==> src/rtl/txr_pkg.sv <==
package txr_pkg;
  // Word-0 bit positions, decoded by the host side as well
  localparam int OWN_B  = 31;
  localparam int SOP_B  = 30;
  localparam int EOP_B  = 29;
  localparam int SUPP_B = 28;
  localparam int TYPE_B = 27;
  localparam int WORDS  = 4;

  typedef enum logic [2:0] {
    ST_IDLE,
    ST_RD,
    ST_RDAT,
    ST_LOADED,
    ST_WB
  } txr_state_e;
endpackage

==> src/rtl/txr_ring_idx.sv <==
module txr_ring_idx #(
  parameter int IDX_W = 4
) (
  input  logic             clk,
  input  logic             rst,
  input  logic             adv,
  input  logic [IDX_W:0]   entries,
  output logic [IDX_W-1:0] idx
);
  logic [IDX_W:0] nxt;
  assign nxt = {1'b0, idx} + 1'b1;

  always_ff @(posedge clk) begin
    if (rst)
      idx <= '0;
    else if (adv)
      idx <= (nxt >= entries) ? '0 : nxt[IDX_W-1:0];
  end
endmodule

==> src/rtl/txr_ctx_regs.sv <==
module txr_ctx_regs
  import txr_pkg::*;
(
  input  logic        clk,
  input  logic        rst,
  input  logic        load_en,
  input  logic [1:0]  wsel,
  input  logic [31:0] rdata,
  output logic [31:0] w0,
  output logic [31:0] ptr,
  output logic [31:0] hdr,
  output logic [31:0] trl
);
  logic [31:0] word_q [WORDS];

  for (genvar g = 0; g < WORDS; g++) begin : g_word
    always_ff @(posedge clk) begin
      if (rst)
        word_q[g] <= '0;
      else if (load_en && wsel == 2'(g))
        word_q[g] <= rdata;
    end
  end

  assign w0  = word_q[0];
  assign ptr = word_q[1];
  assign hdr = word_q[2];
  assign trl = word_q[3];
endmodule

==> src/rtl/txr_fetch.sv <==
module txr_fetch
  import txr_pkg::*;
#(
  parameter int IDX_W  = 4,
  parameter int ADDR_W = 16
) (
  input  logic              clk,
  input  logic              rst,
  input  logic [ADDR_W-1:0] ring_base,
  input  logic [IDX_W:0]    ring_entries,
  input  logic              fetch_en,
  input  logic              buf_done,
  output logic              mem_req,
  output logic              mem_we,
  output logic [ADDR_W-1:0] mem_addr,
  output logic [31:0]       mem_wdata,
  input  logic              mem_ready,
  input  logic [31:0]       mem_rdata,
  output logic              ctx_valid,
  output logic [31:0]       ctx_ptr,
  output logic [31:0]       ctx_hdr,
  output logic [31:0]       ctx_trl,
  output logic [15:0]       ctx_buf_len,
  output logic [10:0]       ctx_pkt_len,
  output logic              ctx_sop,
  output logic              ctx_eop,
  output logic              ctx_aal5,
  output logic              idle_cell,
  output logic              cmpl_irq
);
  localparam int OFS_W = IDX_W + 2;

  txr_state_e       state_q;
  logic [1:0]       wsel_q;
  logic [IDX_W-1:0] idx;
  logic [31:0]      w0;
  logic             load_en;
  logic             adv;
  logic             idle_q;
  logic             irq_q;

  assign load_en = (state_q == ST_RDAT);
  assign adv     = (state_q == ST_WB) && mem_ready;

  txr_ring_idx #(.IDX_W(IDX_W)) u_idx (
    .clk     (clk),
    .rst     (rst),
    .adv     (adv),
    .entries (ring_entries),
    .idx     (idx)
  );

  txr_ctx_regs u_ctx (
    .clk     (clk),
    .rst     (rst),
    .load_en (load_en),
    .wsel    (wsel_q),
    .rdata   (mem_rdata),
    .w0      (w0),
    .ptr     (ctx_ptr),
    .hdr     (ctx_hdr),
    .trl     (ctx_trl)
  );

  always_ff @(posedge clk) begin
    if (rst) begin
      state_q <= ST_IDLE;
      wsel_q  <= '0;
      idle_q  <= 1'b0;
      irq_q   <= 1'b0;
    end else begin
      idle_q <= 1'b0;
      irq_q  <= 1'b0;
      case (state_q)
        ST_IDLE: begin
          wsel_q <= '0;
          if (fetch_en) state_q <= ST_RD;
        end
        ST_RD: begin
          if (mem_ready) state_q <= ST_RDAT;
        end
        ST_RDAT: begin
          if (wsel_q == 2'd0 && !mem_rdata[OWN_B]) begin
            idle_q  <= 1'b1;
            state_q <= ST_IDLE;
          end else if (wsel_q == 2'(WORDS - 1)) begin
            state_q <= ST_LOADED;
          end else begin
            wsel_q  <= wsel_q + 2'd1;
            state_q <= ST_RD;
          end
        end
        ST_LOADED: begin
          if (buf_done) begin
            wsel_q  <= '0;
            state_q <= ST_WB;
          end
        end
        ST_WB: begin
          if (mem_ready) begin
            irq_q   <= w0[EOP_B] && !w0[SUPP_B];
            state_q <= ST_IDLE;
          end
        end
        default: state_q <= ST_IDLE;
      endcase
    end
  end

  assign mem_req     = (state_q == ST_RD) || (state_q == ST_WB);
  assign mem_we      = (state_q == ST_WB);
  assign mem_addr    = ring_base + ADDR_W'({idx, wsel_q});
  assign mem_wdata   = w0 & ~(32'd1 << OWN_B);
  assign ctx_valid   = (state_q == ST_LOADED);
  assign ctx_buf_len = w0[15:0];
  assign ctx_pkt_len = w0[26:16];
  assign ctx_sop     = w0[SOP_B];
  assign ctx_eop     = w0[EOP_B];
  assign ctx_aal5    = !w0[TYPE_B];
  assign idle_cell   = idle_q;
  assign cmpl_irq    = irq_q;

  logic unused_ofs;
  assign unused_ofs = (OFS_W > ADDR_W);
endmodule

==> config.mk <==
export PLATFORM = sky130hd
export DESIGN_NAME = txr_fetch
export DESIGN_NICKNAME = d
export VERILOG_FILES = /design/src/rtl/txr_pkg.sv /design/src/rtl/txr_ring_idx.sv /design/src/rtl/txr_ctx_regs.sv /design/src/rtl/txr_fetch.sv
export SDC_FILE = /design/constraint.sdc
export NUM_CORES = 1
export LEC_CHECK = 0
export ABC_CLOCK_PERIOD_IN_PS = 1940
export CAP_MARGIN = 5
export CORE_ASPECT_RATIO = 0.9
export CORE_UTILIZATION = 40
export DETAILED_ROUTE_END_ITERATION = 10
export DONT_BUFFER_PORTS = 1
export GPL_ROUTABILITY_DRIVEN = 0
export PLACE_DENSITY = 0.61
export SLEW_MARGIN = 20
export SYNTH_ARGS = -nofsm -noshare
export SYNTH_HDL_FRONTEND = slang
export SYNTH_SLANG_ARGS = --single-unit
==> constraint.sdc <==
create_clock -name clk -period 1.94 [get_ports clk]
set_clock_uncertainty 0.1 [all_clocks]
set_input_delay 0.291 -clock clk [delete_from_list [all_inputs] [get_ports clk]]
set_output_delay 0.291 -clock clk [all_outputs]
set_load 0.01 [all_outputs]
==> impl_metrics.toml <==
[sta]
finalSetupViolations = 15
rsz_0062_raised_after_global_routing = "yes"
post-route-min-period_ns = 2.40
post_route_clock_period_utilization_pct = 124
hold_viol_final = 0
slew_viol_final = 0
fmax_mhz = 417
worst_setup_slack_final_ns = -0.460

[global_route]
first_pass_grt_wire_length_um = 22800
globalRouteTotalUtil_pct = 19.7
grt_start_max_net_pins = 81
grt_pass1_vias = 3828
grt_overflow_total = 0
antenna_found_initial = 0

[route]
routed_length_per_instance_um = 22.5
drt_first_pass_iters = 4
drt-vias-per-instance = 5.43
detail_route.drc_violations = 0
detailed_route_iter0_violations = 185
total_number_of_vias = 3779
ant_nets = 0
finalWirelength_um = 15700

[synth]
synth_common_cells = "129 x and3_1, 127 x edfxtp_1, 30 x buf_4"
synth_top_cells_by_area = "edfxtp_1 62%, and3_1 13%, buf_4 3.7%"
post-synth-top-count-cell = "and3_1"
yosys.area.top_type = "edfxtp_1"
synth_seq_area_share_pct = 65.5
proportion_of_synthesized_flip_flops_having_asynchronous_set_or_reset_pct = 0
synth_warnings = 0
synth.ff_latch_count = 138
post_synth_edffs = 127
synth_top_cell_area_share_pct = 61.9
syn_nets = 525
mean_instance_size_in_the_synthesized_netlist_um2 = 13.7
synthesis.area_um2 = 6160
synth_top_flop_cell = "edfxtp_1"
synthCells = 450
post_synth_num_cell_types = 43

[setup_path]
register_to_register_setup_slack_ns = -0.03
cp_max_fo = 5
critical_path.startpoint = "wsel_q[0]"
critical_path.startpoint_type = "flip-flop"
reg2reg_from = "u_idx.idx[0]"
arrival_ns = 2.01
required_time_at_the_worst_slack_endpoint_ns = 1.55
critical_path.endpoint_type = "output port"
crit_type = "flip-flop to output port"

[floorplan]
die_h_um = 120
core_area_um2 = 14900
pin_count = 237
initial_utilization_pct = 41.4
core.rowCount = 42
floorplan.die_area_um2 = 15900
die_width_um = 133

[power]
netSwitchingPower_mw = 1.59
internal-power_mw = 5.53
seq_power_share_pct = 49.1
comb_power_share_pct = 5.1
share_clk_of_total_power_pct = 45.8
power.share.switching_pct = 22.3
power_density_nw_per_um2 = 914
total_leakage_power_nw = 3.35
p_total_mw = 7.13
ir_worst_vdd_uv = 585

[cells_and_area]
n_antenna_cell = 0
post-route-util_pct = 52.4
layout_area_overhead_pct = 26.5
final_net_count = 562
drive_above_1_share_pct = 27.5
final_cell_count_no_fill = 696

[clock_network]
cts_tree = "built"
cts_max_level = 4
cts.sink_count = 138
num_cts_buffers = 17
cts_max_path_buffers = 2
cts.root.buffer_cell = "clkbuf_16"
insertion_delay_to_the_later_sink_of_the_worst_skew_pair_ns = 0.41
clk_pin_slew_worst_paths_ns = 0.06

[worst_hold_path]
hold_path_class = "input pin to flip-flop"
timing.hold.worst.start = "mem_rdata[30]"

[placed_design]
post-place-cells = 620
placement.io_buffers = 0
hpwl_after_detailed_placement_um = 9450

[run_status]
violations = "setup timing"
outcome = "finished with violations"

[job]
cap_violations = 0
==> kinds of logic (layout without fill, tap and decap cells) <==
| kind of cell | after synthesis | after routing | synth area share, % |
|---|---|---|---|
| and+or+nand+nor | 180 | 180 | 18.0 |
| DFF | 138 | 138 | 65.5 |
| buffers and inverters | 68 | 116 | 7.35 |
| AOI/OAI and AO/OA | 29 | 29 | 3.13 |
| adders and majority gates | 17 | 17 | 3.58 |
| xor gates and xnor gates | 17 | 17 | 2.42 |
| other | 1 | 1 | 0.0609 |
==> cell type report <==
type	count	area [µm²]
clock buffer	17	425
fill	1208	7080
sequential	138	4050
timing repair buffer	78	772
inverter	8	30.0
multi-input combinational	244	2100
clock inverter	13	169
tap	198	248
==> metal layers <==
metal | global-route usage, % | vias to the layer above | share of wire [%]
li1 | - | 1714 | -
met1 | 22.8 | 1874 | 40
met2 | 34.7 | 174 | 53
met3 | 4.99 | 17 | 5.7
met4 | 8.05 | 0 | 1.8
met5 | 0 | - | 0
==> flip-flops by register name, summed over array words and instances (netlist names) <==
signal and count:
state_q 3, idle_cell 1, u_idx.idx 4, cmpl_irq 1, u_ctx.word_q 127, wsel_q 2
==> what timing repair did <==
action	4_1_cts	5_1_grt
buffers inserted	6	4
cloned	0	0
pin swaps	20	14
gates resized for setup	46	28
setup endpoints to repair	34	81
hold endpoints to repair	121	0
hold buffers	36	0
==> power groups by stage <==
stage	Clock (mW)	Combinational [mW]	Sequential, mW
after floorplan	0	0.228	3.51
after global placement	0	0.231	3.56
after detailed placement	0	0.238	3.56
after CTS	3.34	0.346	3.50
after global routing	3.45	0.390	3.51
final	3.26	0.363	3.50
==> worst paths after layout <==
kind	end	depth (start not counted)
max reg2reg	u_idx.idx[2]	9
min	u_ctx.word_q[1][62]	1
max	mem_addr[14]	7
min reg2reg	cmpl_irq	1
==> critical path, stage by stage (launching register included) <==
cell and delay, ns:
dfxtp_2 0.33, ha_4 0.16, fa_2 0.33, a21o_1 0.20, a21oi_4 0.19, buf_4 0.15, nor2_2 0.04, xor2_2 0.18
==> cell usage in the layout, fill, tap and decap left out, types with 3 or more instances in the layout <==
cell,instances
buf_4,29
a21oi_2,3
dlygate4sd3_1,36
ha_4,11
buf_12,5
buf_6,7
edfxtp_1,127
bufinv_16,3
inv_1,8
and3_1,127
xor2_1,4
nand3_1,6
dfxtp_1,3
ha_1,4
clkbuf_16,17
xnor2_2,4
clkinvlp_4,4
nand2b_4,3
nor2_1,5
xor2_2,4
a21oi_1,6
nand2_1,9
a21o_2,4
dfxtp_2,6
inv_6,3
nand2b_1,3
nor2b_4,3
a21oi_4,3
nor3_1,3
==> through the flow <==
| step | TNS [ns] | setup slack [ns] | hold WS, ns | instance area [µm²] |
|---|---|---|---|---|
| global route | -5.72 | -0.523 | 0.00472 | 7790 |
| CTS | -4.68 | -0.438 | 0.0000143 | 7610 |
| floorplan | -0.346 | -0.0924 | 0.283 | 6230 |
| detailed placement | -1.56 | -0.148 | 0.264 | 6360 |
| finish | -4.58 | -0.460 | 0.0207 | 7790 |
| global placement | -0.669 | -0.0886 | 0.263 | 6360 |
Note: power is estimated with default switching activity, not from simulation.
